==> config.mk <==
export PLATFORM = sky130hd
export DESIGN_NAME = serial_frame_rx
export DESIGN_NICKNAME = d
export VERILOG_FILES = /design/src/rtl/serial_frame_rx.sv
export SDC_FILE = /design/constraint.sdc
export NUM_CORES = 1
export LEC_CHECK = 0
export ABC_AREA = 1
export CORE_MARGIN = 2
export CORE_UTILIZATION = 41
export DETAILED_ROUTE_END_ITERATION = 6
export HOLD_SLACK_MARGIN = 0.1
export MAX_ROUTING_LAYER = met4
export SLEW_MARGIN = 15
export SYNTH_ARGS = -nofsm -noshare
export SYNTH_HDL_FRONTEND = slang
export SYNTH_SLANG_ARGS = --single-unit
==> constraint.sdc <==
create_clock -name clk -period 1.5 [get_ports clk]
set_clock_uncertainty 0.2 [all_clocks]
set_input_delay 0.225 -clock clk [delete_from_list [all_inputs] [get_ports clk]]
set_output_delay 0.225 -clock clk [all_outputs]
set_load 0.005 [all_outputs]
==> src/rtl/serial_frame_rx.sv <==
module serial_frame_rx #(
  parameter int WORD_W      = 32,
  parameter int SYNC_STAGES = 2
) (
  input  logic              clk,
  input  logic              rst_n,
  input  logic              strobe_n_i,
  input  logic              sclk_i,
  input  logic              sdata_i,
  output logic [WORD_W-1:0] word_o,
  output logic              valid_o
);
  localparam int CNT_W = $clog2(WORD_W);
  localparam logic [CNT_W-1:0] LAST = CNT_W'(WORD_W - 1);

  typedef enum logic [1:0] {ST_IDLE, ST_SHIFT, ST_DONE} state_t;

  logic [SYNC_STAGES-1:0] stb_q, sck_q, dat_q;
  logic                   stb_d, sck_d;
  logic [WORD_W-1:0]      shreg;
  logic [CNT_W-1:0]       cnt;
  state_t                 state;

  wire stb_s  = stb_q[SYNC_STAGES-1];
  wire sck_s  = sck_q[SYNC_STAGES-1];
  wire dat_s  = dat_q[SYNC_STAGES-1];
  wire stb_fall = stb_d & ~stb_s;
  wire sck_fall = sck_d & ~sck_s;
  wire [WORD_W-1:0] next_sh = {shreg[WORD_W-2:0], dat_s};

  always_ff @(posedge clk or negedge rst_n) begin
    if (!rst_n) begin
      stb_q <= '0;
      sck_q <= '0;
      dat_q <= '0;
      stb_d <= 1'b0;
      sck_d <= 1'b0;
    end else begin
      stb_q <= {stb_q[SYNC_STAGES-2:0], strobe_n_i};
      sck_q <= {sck_q[SYNC_STAGES-2:0], sclk_i};
      dat_q <= {dat_q[SYNC_STAGES-2:0], sdata_i};
      stb_d <= stb_s;
      sck_d <= sck_s;
    end
  end

  always_ff @(posedge clk or negedge rst_n) begin
    if (!rst_n) begin
      state   <= ST_IDLE;
      cnt     <= '0;
      shreg   <= '0;
      word_o  <= '0;
      valid_o <= 1'b0;
    end else begin
      valid_o <= 1'b0;
      case (state)
        ST_IDLE: if (stb_fall) begin
          state <= ST_SHIFT;
          cnt   <= '0;
        end
        ST_SHIFT: if (sck_fall) begin
          shreg <= next_sh;
          cnt   <= cnt + 1'b1;
          if (cnt == LAST) begin
            word_o  <= next_sh;
            valid_o <= 1'b1;
            state   <= ST_DONE;
          end
        end else if (stb_s) begin
          state <= ST_IDLE;
        end
        ST_DONE: if (stb_s) state <= ST_IDLE;
        default: state <= ST_IDLE;
      endcase
    end
  end

  AST_PULSE_ONE_CYCLE: assert property (@(posedge clk) disable iff (!rst_n)
    valid_o |=> !valid_o);
  AST_WORD_HELD: assert property (@(posedge clk) disable iff (!rst_n)
    !valid_o |-> $stable(word_o));
  AST_PULSE_FROM_SHIFT: assert property (@(posedge clk) disable iff (!rst_n)
    valid_o |-> $past(state == ST_SHIFT));
  AST_DONE_SILENT: assert property (@(posedge clk) disable iff (!rst_n)
    (state == ST_DONE) |=> !valid_o);
  AST_IDLE_SILENT: assert property (@(posedge clk) disable iff (!rst_n)
    (state == ST_IDLE) |=> !valid_o);
endmodule

Word level (Yosys, flattened, before mapping). Index checks and enable logic that the tools add are counted.

Output and inout port bits: 33. Input bits: 5. Flip-flop bits (word level): 79.

Multiplexer cells: 11. Bitwise logic cells: 4. Add/subtract/negate cells: 1. Equal/unequal tests: 6. Reductions and logical operators: 6.

Operators by type and width (number): 5-bit 2-to-1 mux (2); 5-bit one-hot mux with 2 select lines (1); 2-bit 2-to-1 mux (4); 2-bit one-hot mux with 3 select lines (1); 3-bit AND reduction (2); 5-bit by 1-bit adder with 5-bit output (second input constant) (1); 5-bit equality test (second input constant) (1); 2-bit inequality test (second input constant) (2); 2-bit AND reduction (2); 1-bit 2-to-1 mux (3); 3-bit inequality test (second input constant) (1); 1-bit AND (2); 2-bit by 1-bit equality test with 1-bit output (second input constant) (1); 2-bit equality test (second input constant) (1); 2-bit zero test (1); 1-bit NOT (2); 2-bit nonzero test (1).

Depth between registers and ports, before layout.
Depth after elaboration: 4. Gate-level depth with buffers: 9. Depth with buffers taken out: 8.

Worst setup path before layout. OpenSTA, ideal clock, no wires.

Path kind: reg2reg. Start point: register cnt[1]. End point: register word_o[10]. Stages on the path, launching flop included: 9. Slack: -0.139 ns. Clock period less this slack: 1.639 ns. Setup time: 0.123 ns. Arrival: 1.316 ns. Buffers on the path: 1. Path through: dfrtp_1 > ha_1 > nand2_1 > nor2_1 > ha_1 > nand2_4 > clkbuf_2 > o21ai_0 > nand2_1.

Word-level cells in the longest chain between the ends: 2.

RTL lines: start: declaration (line 21) `logic [CNT_W-1:0] cnt;`; start signal: assignment (line 63) `cnt <= cnt + 1'b1;`; 5-bit equality test (line 64) `if (cnt == LAST) begin`; 3-bit AND reduction (no source line); end signal: assignment (line 65) `word_o <= next_sh;`; end: declaration (line 10) `output logic [WORD_W-1:0] word_o,`.

No other way between the ends. A chain may end at the register's enable or synchronous reset.

Final worst setup path.
Start point: register cnt[0]. End point: register word_o[2].

Same word-level chain as after synthesis.

==> impl_metrics.env <==
export IMPL_antenna_cells=0
export IMPL_hpwl_mm=3.697
export IMPL_synth_cell_type_count=18
export IMPL_drv_cap=0
export IMPL_cpPeakStageDelay_ps=350
export IMPL_leakage_uw=0.002444
export IMPL_seq_area_frac_synth_pct=62.67
export IMPL_vias=2303
export IMPL_area_growth_syn_to_layout_pct=32.41
export IMPL_met3_usage_pct=2.465
export IMPL_grt_pass1_wl_mm=10.51
export IMPL_grt_overflow=0
export IMPL_port_buffers=37
export IMPL_pin_count=38
export IMPL_synthesis_nets=339
export IMPL_cellPowerDensity_mw_per_mm2=1213
export IMPL_drt_wl_total_mm=6.082
export IMPL_slowest_stage="dfrtp_1"
export IMPL_rr_worst_depth=9
export IMPL_hold_class="in2reg"
export IMPL_clkLatencyLatePin_ps=340
export IMPL_die_w_um=91.71
export IMPL_die_h_um=91.71
export IMPL_gr_usage_met2_pct=25.55
export IMPL_crit_path_start_kind="register"
export IMPL_die_area_mm2=0.008411
export IMPL_syn_area_mm2=0.003154
export IMPL_synth_area_per_cell_um2=9.501
export IMPL_met1_usage_pct=19.96
export IMPL_row_count=31
export IMPL_fillers=684
export IMPL_grt_pass1_vias=2292
export IMPL_drcViolationCount=0
export IMPL_drt_iter0_markers=96
export IMPL_utilization_pct=56.67
export IMPL_dr_pass1_iters=4
export IMPL_initial_core_util_pct=42.80
export IMPL_cts_sinks=79
export IMPL_crit_path_max_fanout=8
export IMPL_grtUsageTotal_pct=16.03
export IMPL_tightest_slew_ps=410.8
export IMPL_fin_crit_ps=1681
export IMPL_gr_max_usage_layer="met2"
export IMPL_violations="setup timing"
export IMPL_hold_path_depth=1
export IMPL_cts_tree="built"
export IMPL_instances_no_fill=496
export IMPL_globalplace_congestion=0.7433
export IMPL_ant_nets=0
export IMPL_critical_path_class="reg2reg"
export IMPL_worst_path_most_repeated_cell="nand2_2"
export IMPL_ys_warn_count=0
export IMPL_finalCritPeriodShare_pct=112.0
export IMPL_antenna_found_initial=0
export IMPL_core_area_mm2=0.007370
export IMPL_status="complete, but fails checks"
export IMPL_drive_gt1_share_pct=20.65
export IMPL_end_kind="register"
export IMPL_cts_reportedPaths_clkPinSlew_ps=70
export IMPL_worst_ir_drop_vdd_mv=0.7919
export IMPL_syn_inst=332
export IMPL_placed_cell_area_mm2=0.003720
export IMPL_max_freq_mhz=595.0
export IMPL_grt_max_degree=80
export IMPL_fin_nets=400
export IMPL_drv_slew=0
export IMPL_htree_levels=3
export IMPL_fin_ws_ps=-180.7
export IMPL_post_drt_wl_per_cell_um=12.26
export IMPL_synth_seq_cells=79
export IMPL_root_buffer="clkbuf_8"
export IMPL_cp_cell_sequence="ha_2, nand2_2, nor2_4, ha_4, nand2_8, nor2_8, clkbuf_16, nand2_2, nand2_1"
export IMPL_rsz0062_at_grt="true"
export IMPL_vias_per_cell=4.643
export IMPL_total_power_uw=5065
export IMPL_relSlewSlack_pct=72.61
export IMPL_hold_viol_final=0
export IMPL_final_cell_area_mm2=0.004177
export IMPL_dp_cells=468
export IMPL_ctsLongestPathBuffers=2
export IMPL_arrival_ps=1750
export IMPL_setup_viol=33
export IMPL_holdWs_ps=125.0
export IMPL_cts_made_buffers=9
export IMPL_cp_required_ps=1570
==> critical path, delay by kind of cell, from the launching register on <==
family | cells | cell delay [ps]
adders and majority gates | 2 | 350
buffers and inverters | 1 | 200
DFF | 1 | 350
and+or+nand+nor | 6 | 520
==> layout by cell type (no fill, tap or decap), types with 2 or more instances in the layout <==
cell	instances
bufinv_16	2
clkbuf_16	2
nor2_1	8
buf_12	8
inv_1	5
nand2_1	147
buf_4	17
nand2_2	14
nand2_4	7
clkbuf_8	10
inv_2	3
o21ai_1	26
dfrtp_1	79
nand2_8	2
o21ai_2	6
dlygate4sd2_1	33
nand3_1	5
clkdlybuf4s50_1	3
o21ai_0	5
nor2_8	2
clkinv_2	2
==> logic make-up (layout without fill, tap and decap cells) <==
logic type	Yosys count	count (layout)	synth area share (%)
buffers and inverters	24	89	5.316
adders and majority gates	2	2	0.7932
and+or+nand+nor	188	188	24.71
DFF	79	79	62.67
AOI/OAI and AO/OA	39	39	6.505
==> timing repair <==
item | 4_1_cts | 5_1_grt
setup buffers | 8 | 2
gates cloned | 0 | 2
endpoints found under the setup margin | 71 | 66
pin swaps | 2 | 3
hold buffers | 1 | 0
endpoints found under the hold margin | 79 | 0
gates resized for setup | 38 | 36
==> state kept, by name, summed over array words and instances, names as in the netlist <==
register  count
cnt           5
dat_q         2
sck_d         1
sck_q         2
shreg        31
state         2
stb_d         1
stb_q         2
valid_o       1
word_o       32
==> routing by layer <==
metal  vias to the layer above  share of wire, %  routed length (um)
li1                       1162                 -                   -
met1                      1099                48                2890
met2                        33                48                2934
met3                         9               2.3                 139
met4                         0               1.9                 118
met5                         -                 0                   0
==> Yosys cell counts <==
cell | count | area, um2
nand2_1 | 166 | 623.1
dfrtp_1 | 79 | 1977
o21ai_0 | 36 | 180.2
buf_6 | 9 | 101.4
nor2_1 | 9 | 33.78
clkbuf_2 | 6 | 30.03
inv_1 | 5 | 18.77
nand3_1 | 5 | 25.02
nand2_4 | 4 | 45.04
inv_2 | 3 | 11.26
ha_1 | 2 | 25.02
nor2_8 | 2 | 40.04
a21oi_1 | 1 | 5.000
inv_4 | 1 | 6.260
nor3_1 | 1 | 5.000
nor3b_1 | 1 | 7.510
o21ai_1 | 1 | 5.000
o2bb2ai_2 | 1 | 15.01
==> path summary, 6_finish.rpt <==
path | from | endpoint | slack, ps
hold reg to reg | sck_q[0] | sck_q[1] | 150
max in group asynchronous | rst_n | shreg[1] | 540
min in group asynchronous | rst_n | sck_q[0] | 230
hold / removal | sdata_i | dat_q[0] | 120
setup / recovery | cnt[0] | word_o[2] | -180
setup reg to reg | cnt[0] | word_o[2] | -180
==> per-stage QoR <==
step | setup TNS, ps | worst slack (ps)
floorplan | -3364 | -112.1
global placement | -4292 | -140.1
detailed placement | -5339 | -177.7
CTS | -5364 | -184.0
global route | -7887 | -265.6
finish | -4652 | -180.7
==> cell type report <==
| cell class | count | area (um2) | area share, % |
|---|---|---|---|
| flip-flops and latches | 79 | 1977 | 47.33 |
| clock inverters | 4 | 70.07 | 1.678 |
| well taps | 99 | 123.9 | 2.966 |
| inverters | 9 | 36.28 | 0.8688 |
| clock buffers | 11 | 141.4 | 3.385 |
| multi-input cells | 229 | 1150 | 27.53 |
| repair buffers | 65 | 678.2 | 16.24 |
==> where the power goes <==
group / internal [uW] / switching, uW
registers: 2290 / 157
logic: 336 / 591
clock network: 969 / 719
total: 3600 / 1470
(Power assumes the default switching activity.)
